File: src/rtl/bkp_pkg.sv
package bkp_pkg;
  typedef enum logic [1:0] {
    SRC_NONE  = 2'b00,
    SRC_MAIN  = 2'b01,
    SRC_CELL1 = 2'b10,
    SRC_CELL2 = 2'b11
  } src_e;

  typedef enum logic [1:0] {
    PH_ON     = 2'b00,
    PH_FALL   = 2'b01,
    PH_BACKUP = 2'b10
  } phase_e;
endpackage

File: src/rtl/bkp_phase_tracker.sv
module bkp_phase_tracker
  import bkp_pkg::*;
(
  input  logic clk,
  input  logic rst,
  input  logic supply_ok_i,
  input  logic supply_low_i,
  output logic win_o,
  output logic pwr_apply_o,
  output logic judge_o
);
  phase_e phase_q, phase_d;

  always_comb begin
    phase_d = phase_q;
    if (supply_ok_i)            phase_d = PH_ON;
    else if (supply_low_i)      phase_d = PH_BACKUP;
    else if (phase_q == PH_ON)  phase_d = PH_FALL;
  end

  always_ff @(posedge clk) begin
    if (rst) phase_q <= PH_BACKUP;
    else     phase_q <= phase_d;
  end

  // power just became valid after any unpowered phase
  assign pwr_apply_o = supply_ok_i && (phase_q != PH_ON);
  // switch-over reached from inside the fail window
  assign judge_o     = supply_low_i && (phase_q == PH_FALL);
  // between fail threshold and switch-over on the way down
  assign win_o       = !supply_ok_i && !supply_low_i && (phase_q != PH_BACKUP);


  phase_after_apply_chk: assert property (@(posedge clk) disable iff (rst)
    pwr_apply_o |=> !judge_o || !supply_ok_i);
endmodule

File: src/rtl/bkp_iso_qualifier.sv
module bkp_iso_qualifier #(
  parameter int QUAL_CYCLES = 35
) (
  input  logic clk,
  input  logic rst,
  input  logic win_i,
  input  logic ce_mid_i,
  input  logic ce_over_i,
  output logic req_ok_o
);
  localparam int CW = $clog2(QUAL_CYCLES + 1);
  localparam logic [CW-1:0] LAST = CW'(QUAL_CYCLES - 1);

  logic [CW-1:0] cnt_q;
  logic          qual_q, cancel_q;

  always_ff @(posedge clk) begin
    if (rst || !win_i) begin
      cnt_q    <= '0;
      qual_q   <= 1'b0;
      cancel_q <= 1'b0;
    end else begin
      if (ce_over_i) cancel_q <= 1'b1;
      if (ce_mid_i) begin
        if (cnt_q == LAST) qual_q <= 1'b1;
        else               cnt_q  <= cnt_q + 1'b1;
      end else begin
        cnt_q <= '0;
      end
    end
  end

  assign req_ok_o = qual_q && !cancel_q;


  qual_needs_mid_chk: assert property (@(posedge clk) disable iff (rst)
    $rose(qual_q) |-> $past(ce_mid_i));


  over_cancels_chk: assert property (@(posedge clk) disable iff (rst)
    (win_i && ce_over_i) |=> !req_ok_o || !win_i);
endmodule

File: src/rtl/bkp_source_mux.sv
module bkp_source_mux
  import bkp_pkg::*;
(
  input  logic       clk,
  input  logic       rst,
  input  logic       attach_i,
  input  logic       pwr_apply_i,
  input  logic       judge_i,
  input  logic       req_ok_i,
  input  logic       supply_low_i,
  input  logic       cell1_good_i,
  input  logic       cell2_good_i,
  output logic [1:0] sel_o,
  output logic       iso_o
);
  logic iso_q, iso_d;
  src_e sel_q, sel_d;

  always_comb begin
    iso_d = iso_q;
    if (attach_i)                iso_d = 1'b1;
    else if (pwr_apply_i)        iso_d = 1'b0;
    else if (judge_i && req_ok_i) iso_d = 1'b1;
  end

  always_comb begin
    if (!supply_low_i)     sel_d = SRC_MAIN;
    else if (iso_d)        sel_d = SRC_NONE;
    else if (cell1_good_i) sel_d = SRC_CELL1;
    else if (cell2_good_i) sel_d = SRC_CELL2;
    else                   sel_d = SRC_NONE;
  end

  always_ff @(posedge clk) begin
    if (rst) begin
      iso_q <= 1'b1;
      sel_q <= SRC_NONE;
    end else begin
      iso_q <= iso_d;
      sel_q <= sel_d;
    end
  end

  assign sel_o = sel_q;
  assign iso_o = iso_q;


  main_when_up_chk: assert property (@(posedge clk) disable iff (rst)
    !supply_low_i |=> sel_o == SRC_MAIN);


  attach_isolates_chk: assert property (@(posedge clk) disable iff (rst)
    attach_i |=> iso_o);


  attach_blocks_cells_chk: assert property (@(posedge clk) disable iff (rst)
    (attach_i && supply_low_i) |=> sel_o == SRC_NONE);


  apply_reconnects_chk: assert property (@(posedge clk) disable iff (rst)
    (pwr_apply_i && !attach_i) |=> !iso_o);
endmodule

File: src/rtl/bkp_source_ctrl.sv
module bkp_source_ctrl
  import bkp_pkg::*;
#(
  parameter int CLK_NS  = 20,
  parameter int QUAL_NS = 700
) (
  input  logic       clk,
  input  logic       rst,
  input  logic       supply_ok_i,
  input  logic       supply_low_i,
  input  logic       cell1_good_i,
  input  logic       cell2_good_i,
  input  logic [1:0] attach_evt_i,
  input  logic       ce_mid_i,
  input  logic       ce_over_i,
  output logic [1:0] src_sel_o,
  output logic       isolated_o
);
  localparam int QUAL_CYCLES = (QUAL_NS + CLK_NS - 1) / CLK_NS;

  logic win, pwr_apply, judge, req_ok;

  bkp_phase_tracker u_phase (
    .clk         (clk),
    .rst         (rst),
    .supply_ok_i (supply_ok_i),
    .supply_low_i(supply_low_i),
    .win_o       (win),
    .pwr_apply_o (pwr_apply),
    .judge_o     (judge)
  );

  bkp_iso_qualifier #(.QUAL_CYCLES(QUAL_CYCLES)) u_qual (
    .clk      (clk),
    .rst      (rst),
    .win_i    (win),
    .ce_mid_i (ce_mid_i),
    .ce_over_i(ce_over_i),
    .req_ok_o (req_ok)
  );

  bkp_source_mux u_mux (
    .clk         (clk),
    .rst         (rst),
    .attach_i    (|attach_evt_i),
    .pwr_apply_i (pwr_apply),
    .judge_i     (judge),
    .req_ok_i    (req_ok),
    .supply_low_i(supply_low_i),
    .cell1_good_i(cell1_good_i),
    .cell2_good_i(cell2_good_i),
    .sel_o       (src_sel_o),
    .iso_o       (isolated_o)
  );


  no_cell_when_iso_chk: assert property (@(posedge clk) disable iff (rst)
    isolated_o |-> (src_sel_o == SRC_NONE || src_sel_o == SRC_MAIN));
endmodule

File: config.mk
export PLATFORM = sky130hd
export DESIGN_NAME = bkp_source_ctrl
export DESIGN_NICKNAME = d
export VERILOG_FILES = /design/src/rtl/bkp_pkg.sv /design/src/rtl/bkp_phase_tracker.sv /design/src/rtl/bkp_iso_qualifier.sv /design/src/rtl/bkp_source_mux.sv /design/src/rtl/bkp_source_ctrl.sv
export SDC_FILE = /design/constraint.sdc
export NUM_CORES = 1
export LEC_CHECK = 0
export ABC_AREA = 1
export CORE_AREA = 2 2 39 41
export CTS_CLUSTER_SIZE = 10
export DETAILED_ROUTE_END_ITERATION = 8
export DIE_AREA = 0 0 41 43
export HOLD_SLACK_MARGIN = 0.08
export PLACE_DENSITY_LB_ADDON = 0.3
export SYNTH_ARGS = -nofsm -noshare
export SYNTH_HDL_FRONTEND = slang
export SYNTH_SLANG_ARGS = --single-unit
File: constraint.sdc
create_clock -name clk -period 2.3 [get_ports clk]
set_input_delay 0.46 -clock clk [delete_from_list [all_inputs] [get_ports clk]]
set_output_delay 0.46 -clock clk [all_outputs]
set_load 0.01 [all_outputs]
==> flow_summary.toml, run 1 <==
[run_status]
status = "finished clean"

[clock_network]
cts_resized = 0
postCtsSetupRepairBufs = 0
numCtsBuffers = 3
cts_tree = "done"
cts.htree.levels = 1
cts-root-buf = "clkbuf_4"
clkLatencyLatePin_ns = 0.26
postCtsHoldBufs = 0
clock-sinks = 13
path_clk_slew_ns = 0.07
cts_max_path_buffers = 2

[floorplan]
die-area_um2 = 1760
die_h_um = 43
die_w_um = 41
core_area_um2 = 1380
io_pins = 13
start_util_pct = 41.0
rows = 14

[setup_path]
start_kind = "flop"
crit_buf_inv = 1
cp_max_fo = 2
reg2reg_depth = 6
crit_slowest_cell = "clkdlybuf4s50_1"
r2r-end = "u_qual.cnt_q[1]"
timing.critical_path.depth = 1
worstPathArrival_ns = 1.12
cp_cell_sequence = "clkdlybuf4s50_1"
critPathCapture = "isolated_o"
crit_type = "flop to primary output"
startpoint = "u_mux.iso_o"
cp.required_ns = 1.84
cpLargestDelayFamily = "buffers and inverters"
max_stage_delay_ns = 0.53
end_kind = "primary output"
ff2ff_setup_slack_ns = 1.18
rr_startpoint = "u_qual.cnt_q[0]"

[sta]
setup_viol = 0
hold_violations = 0
finClkSkew_ns = 0.00195
fmax_ghz = 0.633
relSlewSlack_pct = 82.3
fin_setup_tns_ns = 0
period_needed_ns = 1.58
grt_setup_unrepaired = "no"
tightestPinTransition_ns = 0.264
hold_ws_ns = 0.468
period_share_pct = 68.7
drv_slew = 0

[pwr]
powerDensity_nw_per_um2 = 545
leakage_nw = 0.315
vdd_drop_max_mv = 0.318

[grt]
gr-total-overflow = 0
antenna_found_initial = 0
grt_max_degree = 8
grt_pass1_vias = 444
grt_pass1_wl_um = 1580
grtUsageTotal_pct = 13.9

[synth]
yosys_warnings = 0
ys_ff_latch = 13
yosysUniqueCellTypes = 21
synth_nets = 83
avgSynthCellArea_um2 = 8.00
yosysSeqAreaShare_pct = 45.8
synth_cells = 71
synth_area_um2 = 568

[placement]
dp_cells = 99
io_buffers = 12
gp_congestion = 0.717
dp_hpwl_um = 767
placed_area_um2 = 708

[cells_and_area]
nets = 100
multi_input_comb_area_um2 = 263
ff_latch_area_um2 = 260
layout-drive-gt1-share_pct = 11.5
fillCellCount = 133
postLayoutCellArea_um2 = 734
fin_util_pct = 53.1
area_delta_synth_final_pct = 29.3
final_cells = 103
n_antenna_cell = 0

[routing]
wl_per_cell_um = 9.33
routed_via_density = 4.63
drt_iter0_markers = 4
firstDrtPassIters = 4
vias = 477
route.detailed.drc = 0
routed_wirelength_um = 961
ant_nets = 0

[min_path]
hold_path.class = "flop to flop"
worstHoldStart = "u_qual.qual_q"

[job]
cap_viol_max_count = 0
## worst register-to-register path, cell delays in order (launching register included)
cell	delay, ns
dfxtp_1	0.34
inv_1	0.08
ha_1	0.15
nand4_1	0.17
inv_1	0.15
nand2_1	0.06
a21oi_1	0.11
## registers in the layout, summed over array words and instances, names as in the netlist
register / flops
u_qual.cancel_q: 1
u_phase.phase_q: 2
u_mux.iso_o: 1
u_mux.sel_o: 2
u_qual.qual_q: 1
u_qual.cnt_q: 6
## final cells by class
class	count	area share [%]
multi-input cells	46	35.8
flip-flops and latches	13	35.4
repair buffers	12	16.4
inverters	12	6.13
clock buffers	4	3.58
well taps	16	2.73
## worst min-delay path by stage
stage | end | cells after the start
after global placement | u_qual.qual_q | 2
final | u_qual.qual_q | 2
after floorplan | u_qual.qual_q | 2
after CTS | u_qual.qual_q | 2
after detailed placement | u_qual.qual_q | 2
after global routing | u_qual.qual_q | 2
## Yosys cell counts
cell	instances	share of area, %
nand4_1	1	1.1
ha_1	2	4.4
nor2_2	2	2.2
inv_1	12	7.9
nor2_1	6	4.0
o21ai_0	2	1.8
dfxtp_1	13	46
nor2_4	1	2.0
o21ai_1	1	0.88
nand2_4	1	2.0
nor3_2	1	1.8
nor3b_2	1	2.2
xor2_1	1	1.5
nand2_1	14	9.3
nand3b_1	1	1.3
nor3_1	1	0.88
xnor2_1	1	1.5
o21a_1	1	1.3
a21oi_1	4	3.5
nand2_2	1	1.1
nand3_1	4	3.5
## per-layer routing
metal  part of all wire (%)  global-route usage (%)  wire, um
met2                     48                    21.6       457
met4                    1.9                    12.0        18
met5                      0                       0         0
met3                    8.1                    3.14        78
met1                     42                    14.5       407
## placed cells by master (no fill, tap or decap), types with 2 or more instances in the layout
| cell type | n |
|---|---|
| o21ai_0 | 2 |
| nor2_2 | 2 |
| clkdlybuf4s50_1 | 12 |
| a21oi_1 | 4 |
| clkbuf_4 | 3 |
| nand3_1 | 4 |
| inv_1 | 12 |
| dfxtp_1 | 13 |
| ha_1 | 2 |
| nand2_1 | 14 |
| nor2_1 | 6 |
## cells by family after synthesis
kind of cell / share of synthesized area [%]
simple gates: 31.3
flops: 45.8
buf+inv: 7.93
compound gates: 7.49
xor+xnor: 3.08
fa+ha+maj: 4.40
## report_power, final
part	internal (mW)	total, mW	switching (mW)	leakage [nW]
registers	0.229	0.231	0.00227	0.106
clock network	0.0670	0.134	0.0666	0.0150
logic	0.0210	0.0353	0.0142	0.195
total	0.317	0.400	0.0831	0.315
## metrics by stage
stage | power (mW) | setup slack (ns)
final | 0.400 | 0.721
after global routing | 0.420 | 0.666
after CTS | 0.409 | 0.702
after detailed placement | 0.272 | 0.707
after global placement | 0.272 | 0.730
after floorplan | 0.248 | 1.25
Note: power is estimated with default switching activity, not from simulation.
==> run 2, diff against run 1 <==
==> constraint.sdc (replaced) <==
create_clock -name clk -period 1.5 [get_ports clk]
set_input_delay 0.3 -clock clk [delete_from_list [all_inputs] [get_ports clk]]
set_output_delay 0.3 -clock clk [all_outputs]
set_load 0.01 [all_outputs]
==> run 2 against run 1 <==
  * Highest routed layer unchanged
  * First-iteration DRC count down 25%
  * Sequential share of layout area did not move
  * Global-route usage about the same
  * Clock power up 58%
  * Cell count did not move
==> flow_summary.toml, run 2 (same netlist as run 1, synthesis figures left out) <==
[pwr]
vdd_drop_max_mv = 0.421
leakage_nw = 0.315
powerDensity_nw_per_um2 = 844

[floorplan]
start_util_pct = 41.0
die_h_um = 43
io_pins = 13
rows = 14
die-area_um2 = 1760
die_w_um = 41
core_area_um2 = 1380

[routing]
wl_per_cell_um = 9.45
drt_iter0_markers = 3
routed_via_density = 4.66
route.detailed.drc = 0
vias = 480
firstDrtPassIters = 2
routed_wirelength_um = 973
ant_nets = 0

[grt]
grt_pass1_wl_um = 1590
gr-total-overflow = 0
antenna_found_initial = 0
grt_pass1_vias = 434
grtUsageTotal_pct = 13.9
grt_max_degree = 8

[cells_and_area]
layout-drive-gt1-share_pct = 11.5
area_delta_synth_final_pct = 29.3
layout_commonest_cell = "nand2_1"
largest-register = "u_qual.cnt_q"
ff_latch_area_um2 = 260
multi_input_comb_area_um2 = 263
fillCellCount = 133
largest_reg_flops = 6
postLayoutCellArea_um2 = 734
fin_util_pct = 53.1
final_cells = 103
nets = 100
n_antenna_cell = 0
most-common-layout-cells = "nand2_1 (14), dfxtp_1 (13), inv_1 (12), clkdlybuf4s50_1 (12), nor2_1 (6)"

[setup_path]
ff2ff_setup_slack_ns = 0.39
cp_cell_sequence = "clkdlybuf4s50_1"
worstPathArrival_ns = 1.13
start_kind = "flop"
crit_type = "flop to primary output"
cpLargestDelayFamily = "buffers and inverters"
r2r-end = "u_qual.cnt_q[1]"
max_stage_delay_ns = 0.53
rr_startpoint = "u_qual.cnt_q[0]"
reg2reg_depth = 6
cp.required_ns = 1.20
end_kind = "primary output"
crit_slowest_cell = "clkdlybuf4s50_1"
crit_buf_inv = 1
cp_max_fo = 2

[clock_network]
postCtsHoldBufs = 0
cts.htree.levels = 1
cts_tree = "done"
path_clk_slew_ns = 0.07
clock-sinks = 13
postCtsSetupRepairBufs = 0
cts_resized = 0
numCtsBuffers = 3
cts-root-buf = "clkbuf_4"
clkLatencyLatePin_ns = 0.27
cts_max_path_buffers = 2

[placement]
dp_hpwl_um = 759
placed_area_um2 = 708
dp_cells = 99
io_buffers = 12
gp_congestion = 0.716

[sta]
tightestPinTransition_ns = 0.269
relSlewSlack_pct = 81.9
period_share_pct = 95.2
drv_slew = 0
hold_ws_ns = 0.462
setup_viol = 0
hold_violations = 0
finClkSkew_ns = 0.00112
period_needed_ns = 1.43
fmax_ghz = 0.700
grt_setup_unrepaired = "no"
fin_setup_tns_ns = 0

[run_status]
status = "finished clean"

[min_path]
min_path_cells = 2
min_to = "u_qual.qual_q"
worstHoldStart = "u_qual.qual_q"
hold_path.class = "flop to flop"

[job]
cap_viol_max_count = 0
[run 2: cell counts in the layout (fill, tap and decap cells not counted)]
No cell type changed its count.
[run 2: per-stage QoR]
stage	worst slack, ns	total power, mW
floorplan	0.491	0.381
global placement	0.0895	0.417
detailed placement	0.0587	0.417
CTS	0.0571	0.630
global route	0.0238	0.646
finish	0.0714	0.620
[run 2: per-layer routing]
| layer | wire length [um] | GRT usage (%) | vias to the layer above | share of wire, % |
|---|---|---|---|---|
| met1 | 429 | 15.8 | 210 | 44 |
| met4 | 32 | 12.0 | 0 | 3.3 |
| li1 | - | - | 254 | - |
| met2 | 430 | 20.0 | 12 | 44 |
| met3 | 81 | 3.66 | 4 | 8.3 |
| met5 | 0 | 0 | - | 0 |
[run 2: where the power goes]
group	total [mW]	internal (mW)	leakage (nW)	switching (mW)
sequential	0.354	0.351	0.106	0.00337
combinational	0.0542	0.0323	0.195	0.0220
clock	0.212	0.103	0.0150	0.109
total	0.620	0.486	0.315	0.134
[run 2: final cells by class]
| class | count | area share [%] |
|---|---|---|
| multi-input cells | 46 | 35.8 |
| clock buffers | 4 | 3.58 |
| inverters | 12 | 6.13 |
| repair buffers | 12 | 16.4 |
| flip-flops and latches | 13 | 35.4 |
| well taps | 16 | 2.73 |
[run 2: how the worst max path moves through the flow]
| stage | from | to | slack [ns] | cells after the start |
|---|---|---|---|---|
| after global placement | supply_low_i | u_qual.cnt_q[3] | 0.09 | 6 |
| after CTS | u_mux.iso_o | isolated_o | 0.06 | 1 |
| after detailed placement | supply_low_i | u_qual.cnt_q[3] | 0.06 | 6 |
| after floorplan | u_qual.cnt_q[0] | u_qual.cnt_q[1] | 0.49 | 6 |
| final | u_mux.iso_o | isolated_o | 0.07 | 1 |
| after global routing | u_mux.iso_o | isolated_o | 0.02 | 1 |
==> run 3, diff against run 2 <==
--- a/config.mk
+++ b/config.mk
@@ -6,10 +6,10 @@
 export NUM_CORES = 1
 export LEC_CHECK = 0
 export ABC_AREA = 1
-export CORE_AREA = 2 2 39 41
+export CORE_AREA = 2 2 40 42
 export CTS_CLUSTER_SIZE = 10
 export DETAILED_ROUTE_END_ITERATION = 8
-export DIE_AREA = 0 0 41 43
+export DIE_AREA = 0 0 42 44
 export HOLD_SLACK_MARGIN = 0.08
 export PLACE_DENSITY_LB_ADDON = 0.3
 export SYNTH_ARGS = -nofsm -noshare
==> run 3 against run 2 <==
  * Clock-buffer cell count unchanged
  * Global-route usage down 1.1 points
  * Setup slack got worse by 0.018 ns
  * Die area increased by 4.8%
  * First-iteration DRC count down 100%
  * Maximum frequency down 1.3%
  * Worst hold slack improved by 0.013 ns
  * Utilization decreased by 1.3 points
  * Sequential share of layout area unchanged
  * Wire length is 0.21% lower
  * Critical path depth unchanged
==> flow_summary.toml, run 3 (same netlist as run 1, synthesis figures left out) <==
[grt]
gr-total-overflow = 0
grt_pass1_vias = 453
grt_max_degree = 8
antenna_found_initial = 0
grtUsageTotal_pct = 12.7
grt_pass1_wl_um = 1730

[min_path]
min_to = "u_qual.cancel_q"
worstHoldStart = "u_qual.cancel_q"
hold_path.class = "flop to flop"
min_path_cells = 1

[cells_and_area]
area_delta_synth_final_pct = 29.3
layout-drive-gt1-share_pct = 11.5
nets = 100
largest_reg_flops = 6
layout_commonest_cell = "nand2_1"
final_cells = 103
most-common-layout-cells = "nand2_1 (14), dfxtp_1 (13), inv_1 (12), clkdlybuf4s50_1 (12), nor2_1 (6)"
largest-register = "u_qual.cnt_q"
n_antenna_cell = 0

[floorplan]
io_pins = 13
core_area_um2 = 1420
die_h_um = 44
start_util_pct = 40.0
die-area_um2 = 1850
die_w_um = 42
rows = 14

[routing]
wl_per_cell_um = 9.43
routed_via_density = 4.59
vias = 473
firstDrtPassIters = 1
route.detailed.drc = 0
ant_nets = 0
routed_wirelength_um = 971
drt_iter0_markers = 0

[placement]
io_buffers = 12
place_ws_ns = 0.0701
gp_congestion = 0.775
dp_cells = 99
dp_hpwl_um = 759

[clock_network]
postCtsSetupRepairBufs = 0
path_clk_slew_ns = 0.07
clkLatencyLatePin_ns = 0.27
cts-root-buf = "clkbuf_4"
cts_max_path_buffers = 2
clock-sinks = 13
cts_resized = 0
numCtsBuffers = 3
postCtsHoldBufs = 0
cts.htree.levels = 1
cts_tree = "done"

[setup_path]
reg2reg_depth = 6
end_kind = "primary output"
crit_type = "flop to primary output"
start_kind = "flop"
cpLargestDelayFamily = "buffers and inverters"
cp_max_fo = 2
crit_buf_inv = 1
cp.required_ns = 1.20
max_stage_delay_ns = 0.54
crit_slowest_cell = "clkdlybuf4s50_1"
rr_startpoint = "u_qual.cnt_q[0]"
ff2ff_setup_slack_ns = 0.34
cp_cell_sequence = "clkdlybuf4s50_1"
worstPathArrival_ns = 1.15
r2r-end = "u_qual.cnt_q[0]"

[pwr]
clockPowerShare_pct = 33.9
combPwrFrac_pct = 8.7
vdd_drop_max_mv = 0.532
seqPwrFrac_pct = 57.3
p_int_mw = 0.486
leakage_nw = 0.315
p_sw_mw = 0.132
powerDensity_nw_per_um2 = 842
swShare_pct = 21.4

[sta]
fin_setup_tns_ns = 0
setup_ws_ns = 0.0530
period_needed_ns = 1.45
drv_slew = 0
setup_viol = 0
relSlewSlack_pct = 81.0
fmax_ghz = 0.691
hold_violations = 0
finClkSkew_ns = 0.000649
grt_setup_unrepaired = "no"
period_share_pct = 96.5
tightestPinTransition_ns = 0.282

[run_status]
status = "finished clean"

[job]
cap_viol_max_count = 0
[run 3: final cells by class]
cell class	instances	area, um^2
fillers	133	684
multi-input cells	46	263
flip-flops and latches	13	260
repair buffers	12	120
inverters	12	45.0
clock buffers	4	26.3
well taps	16	20.0
[run 3: how the worst max path moves through the flow]
| stage | startpoint | end | slack (ns) | cells past startpoint |
|---|---|---|---|---|
| 2_1_floorplan | u_qual.cnt_q[0] | u_qual.cnt_q[1] | 0.49 | 6 |
| 3_3_place_gp | supply_low_i | u_qual.cnt_q[3] | 0.09 | 6 |
| 3_5_place_dp | supply_low_i | u_qual.cnt_q[3] | 0.07 | 6 |
| 4_1_cts | u_mux.iso_o | isolated_o | 0.04 | 1 |
| 5_1_grt | u_mux.iso_o | isolated_o | 0.003 | 1 |
| 6_report | u_mux.iso_o | isolated_o | 0.05 | 1 |
[run 3: metal layers]
layer  vias to the layer above  routed length [um]  global-route usage [%]
met5                         -                   0                       0
met4                         0                  23                    9.68
met3                         4                  79                    4.58
met2                        13                 434                    21.9
met1                       203                 435                    12.5
li1                        253                   -                       -
[run 3: power by group through the flow]
stage	Clock (mW)	Combinational [mW]	Sequential, mW
2_1_floorplan	0	0.0171	0.363
3_5_place_dp	0	0.0545	0.363
6_report	0.210	0.0541	0.355
3_3_place_gp	0	0.0545	0.362
4_1_cts	0.220	0.0548	0.354
5_1_grt	0.237	0.0596	0.356
[run 3: stage by stage]
stage / power [mW] / cell area [um^2] / hold slack, ns / util (%)
detailed placement: 0.417 / 708 / 0.457 / 49.9
global placement: 0.417 / 708 / 0.462 / 49.9
CTS: 0.629 / 734 / 0.473 / 51.8
floorplan: 0.381 / 568 / 0.384 / -
global route: 0.653 / 734 / 0.501 / 51.8
finish: 0.618 / 734 / 0.475 / 51.8
